**src/rtl/tmr8_unit.sv**
```systemverilog
module tmr8_unit #(
  parameter int CW   = 8,
  parameter int SW   = 3,
  parameter int SYNC = 2
) (
  input  logic          clk,
  input  logic          rst_n,
  input  logic          ext_cnt_i,
  input  logic [1:0]    reg_addr_i,
  input  logic [CW-1:0] reg_wdata_i,
  input  logic          reg_we_i,
  output logic [CW-1:0] reg_rdata_o,
  input  logic          gie_i,
  input  logic          irq_ack_i,
  output logic          irq_o
);
  localparam int NTAP = 5;
  localparam int TAPW [0:NTAP-1] = '{0, 3, 6, 8, 10};
  localparam int PW = TAPW[NTAP-1];
  localparam logic [1:0] A_CTL = 2'd0, A_CNT = 2'd1, A_MSK = 2'd2, A_FLG = 2'd3;

  logic [PW-1:0]   pre_q;
  logic [NTAP-1:0] tap;
  logic [SYNC:0]   ext_sh;
  logic [SW-1:0]   ctl_q;
  logic [CW-1:0]   cnt_q;
  logic            en_q, flag_q, inc_en;

  wire ext_now  = ext_sh[SYNC-1];
  wire ext_old  = ext_sh[SYNC];
  wire cnt_wr   = reg_we_i && reg_addr_i == A_CNT;
  wire flag_clr = irq_ack_i || (reg_we_i && reg_addr_i == A_FLG && reg_wdata_i[0]);
  wire wrap     = inc_en && (&cnt_q) && !cnt_wr;

  for (genvar i = 0; i < NTAP; i++) begin : g_tap
    if (TAPW[i] == 0) begin : g_all
      assign tap[i] = 1'b1;
    end else begin : g_div
      assign tap[i] = &pre_q[TAPW[i]-1:0];
    end
  end

  always_comb begin
    case (ctl_q)
      3'd0:    inc_en = 1'b0;
      3'd6:    inc_en = ext_old && !ext_now;
      3'd7:    inc_en = !ext_old && ext_now;
      default: inc_en = tap[ctl_q - 3'd1];
    endcase
  end

  always_ff @(posedge clk or negedge rst_n) begin
    if (!rst_n) begin
      pre_q  <= '0;
      ext_sh <= '0;
      ctl_q  <= '0;
      cnt_q  <= '0;
      en_q   <= 1'b0;
      flag_q <= 1'b0;
    end else begin
      pre_q  <= pre_q + 1'b1;
      ext_sh <= {ext_sh[SYNC-1:0], ext_cnt_i};
      if (reg_we_i && reg_addr_i == A_CTL) ctl_q <= reg_wdata_i[SW-1:0];
      if (reg_we_i && reg_addr_i == A_MSK) en_q <= reg_wdata_i[0];
      if (cnt_wr)      cnt_q <= reg_wdata_i;
      else if (inc_en) cnt_q <= cnt_q + 1'b1;
      if (wrap)          flag_q <= 1'b1;
      else if (flag_clr) flag_q <= 1'b0;
    end
  end

  always_comb begin
    case (reg_addr_i)
      A_CTL:   reg_rdata_o = {{(CW-SW){1'b0}}, ctl_q};
      A_CNT:   reg_rdata_o = cnt_q;
      A_MSK:   reg_rdata_o = {{(CW-1){1'b0}}, en_q};
      default: reg_rdata_o = {{(CW-1){1'b0}}, flag_q};
    endcase
  end

  assign irq_o = flag_q && en_q && gie_i;
endmodule

```
**config.mk**
```make
export PLATFORM = sky130hd
export DESIGN_NAME = tmr8_unit
export DESIGN_NICKNAME = d
export VERILOG_FILES = /design/src/rtl/tmr8_unit.sv
export SDC_FILE = /design/constraint.sdc
export NUM_CORES = 1
export LEC_CHECK = 0
export ABC_AREA = 0
export BUFFER_PORTS_ARGS = -buffer_cell sky130_fd_sc_hd__buf_2
export CAP_MARGIN = 10
export CORE_AREA = 2 2 56 58
export DETAILED_ROUTE_END_ITERATION = 6
export DIE_AREA = 0 0 58 60
export PLACE_DENSITY_LB_ADDON = 0.25
export REMOVE_ABC_BUFFERS = 1
export SYNTH_ARGS = -nofsm -noshare
export SYNTH_HDL_FRONTEND = slang
export SYNTH_SLANG_ARGS = --single-unit
export TNS_END_PERCENT = 30
```
**constraint.sdc**
```tcl
create_clock -name clk -period 2.77 [get_ports clk]
set_clock_uncertainty 0.2 [all_clocks]
set_input_delay 0.1385 -clock clk [delete_from_list [all_inputs] [get_ports clk]]
set_output_delay 0.1385 -clock clk [all_outputs]
set_load 0.005 [all_outputs]
```
==> flow_summary.json <==
{
  "status": "completed",
  "ios": 25,
  "drv_cap": 0,
  "slew_viol_final": 0,
  "overflow": 0,
  "cp_top_family": "compound AO/OA/AOI/OAI gates",
  "worst_hold_slack_ps": 38.33,
  "finalSetupViolations": 0,
  "slowest_delay_ps": 470,
  "postCtsSetupBuffers": 0,
  "vias": 1222,
  "wire_per_inst_um": 14.44,
  "required_ps": 2810,
  "top_usage_layer": "met2",
  "powerDensity_nw_per_um2": 630.9,
  "dp.final_hpwl_mm": 2.248,
  "peakVddDrop_v": 0.0006012,
  "grt_max_degree": 27,
  "ant_nets": 0,
  "cts_tree": "yes",
  "die_h_um": 60,
  "start_util_pct": 52.46,
  "cp-end-kind": "flip-flop",
  "slew_headroom_pct": 53.53,
  "crit_chain": "inv_1 > ha_1 > nand3b_2 > a2111oi_4 > o31ai_4 > or4_1 > a31oi_1",
  "rsz0062_at_grt": "no",
  "avgSynthCellArea_um2": 10.08,
  "finalWirelength_mm": 3.205,
  "grt_pass1_vias": 1197,
  "setup_tns_ps": 0,
  "syn2layout_area_growth_pct": 20.38,
  "grt_use_met3_pct": 5.628,
  "die_w_um": 58,
  "cp.buffers_inverters": 1,
  "core_area_um2": 2903,
  "worstSetupPathType": "reg -> reg",
  "clock_path_buffers": 2,
  "placementRows": 20,
  "most-common-layout-cells": "dfrtp_1 (26), buf_2 (24), nand2_1 (15), nor2_1 (13), dlygate4sd3_1 (13)",
  "met2_usage_pct": 35.06,
  "met1_usage_pct": 25.76,
  "hold_viol": 0,
  "start_kind": "flip-flop",
  "vias_per_cell": 5.505,
  "syn_area_um2": 1523,
  "hold_class": "in -> reg",
  "grt_usage_pct": 20.52,
  "post_cts_resized": 0,
  "h-tree-depth": 1,
  "cts_sinks": 26,
  "port-buffer-count": 24,
  "die_area_um2": 3480,
  "worstMarginPinSlew_ps": 695.0,
  "first_iter_violations": 46,
  "p_leak_uw": 0.0008758,
  "synth_cell_types": 36,
  "synthArstFlopShare_pct": 100.0,
  "placed_cells": 206,
  "synth_edf_count": 0,
  "crit_fanout": 5,
  "fin_nets": 214,
  "finalPower_uw": 1156,
  "layout.cells.non_filler": 222,
  "clkLatencyLatePin_ps": 310,
  "layout_min_cycle_time_ps": 2604,
  "final_common_cell": "dfrtp_1",
  "drive_gt1_share_pct": 18.52,
  "syn_inst": 151,
  "diodes": 0,
  "yosys_warnings": 0,
  "ys_ff_latch": 26,
  "cts_made_buffers": 3,
  "ys.flop_type": "dfrtp_1",
  "rrSetupSlack_ps": 170,
  "timing.final.crit_share_pct": 94.03,
  "antenna_found_initial": 0,
  "seq_area_frac_synth_pct": 42.73,
  "first_pass_iters": 4,
  "cts_root_buf": "clkbuf_4",
  "crit_slowest_cell": "or4_1",
  "clkSlewWorstSetupHoldPaths_ps": 130,
  "arrival_ps": 2650,
  "gp_congestion": 0.8148,
  "drc": 0,
  "grt_pass1_wl_mm": 5.395,
  "max_freq_mhz": 384.0
}
## registers in the layout, summed over array words and instances, names as in the netlist
| name | flops |
|---|---|
| pre_q | 10 |
| cnt_q | 8 |
| ctl_q | 3 |
| ext_sh | 3 |
| en_q | 1 |
| flag_q | 1 |
## cells in the mapped netlist, types with 2 or more instances
cell,instances,share of area [%]
nor2_1,13,3.2
nor3_1,4,1.3
xor2_1,4,2.3
mux2i_1,8,5.3
inv_1,5,1.2
a21o_1,2,0.99
nand3b_1,3,1.5
xnor2_1,4,2.3
o21ai_0,5,1.6
a21oi_1,2,0.66
or2_1,2,0.82
o31ai_1,2,0.99
nand2_1,15,3.7
ha_1,7,5.8
and3b_1,2,1.2
and3_1,3,1.2
dfrtp_1,26,43
clkbuf_1,3,0.74
and2_1,5,2.1
mux2_1,3,2.2
nand3_1,10,3.3
a31oi_1,3,1.2
nor2b_1,7,2.9
## metrics by stage
step	area (um2)	utilization (%)	setup slack, ps
final	1833	63.15	165.5
after detailed placement	1680	57.89	169.8
after floorplan	1511	-	250.1
after global routing	1833	63.15	36.18
after global placement	1680	57.89	290.7
after CTS	1833	63.15	162.5
## routing by layer
metal  routed length, um  vias to the layer above  part of all wire (%)
met4                  31                        0                  0.97
met5                   0                        -                     0
met2                1686                       18                    53
met3                  95                        4                   3.0
met1                1392                      596                    43
li1                    -                      604                     -
## what timing repair did
item                                    4_1_cts  5_1_grt
hold buffers                                 13        0
hold endpoints to repair                     40        0
endpoints found under the setup margin        0        0
## tightest hold or removal path: stages
cell	delay, ps
buf_2	150
nand3b_1	110
mux2_1	130
## kinds of logic after synthesis
kind of cell | share of synthesized area [%]
AND/OR/NAND/NOR | 24.49
XOR/XNOR | 5.669
adder cells (fa/ha/maj) | 5.752
flip-flops | 42.73
buffers and inverters | 1.972
multiplexers | 8.956
AO/OA/AOI/OAI | 10.43
## path summary, 6_finish.rpt
kind,startpoint,to,cells past startpoint
setup / recovery,ctl_q[0],cnt_q[7],7
setup reg to reg,ctl_q[0],cnt_q[7],7
hold / removal,reg_addr_i[1],en_q,3
max in group asynchronous,rst_n,cnt_q[4],2
hold reg to reg,ext_sh[0],ext_sh[1],0
min in group asynchronous,rst_n,pre_q[4],2
## area by class of cell
type / instances / area [um2]
repair buffers: 38 / 257.7
well taps: 33 / 41.29
flip-flops and latches: 26 / 650.6
fillers: 237 / 1070
inverters: 5 / 18.77
clock buffers: 3 / 22.52
multi-input cells: 117 / 842.1
## power by group
group          internal [uW]  switching (uW)  leakage, uW  total, uW
Combinational            241             231     0.000558        472
Clock                   50.9             106    0.0000138        157
Sequential               446            81.5     0.000304        527
Power figures use the tool's default switching activity.
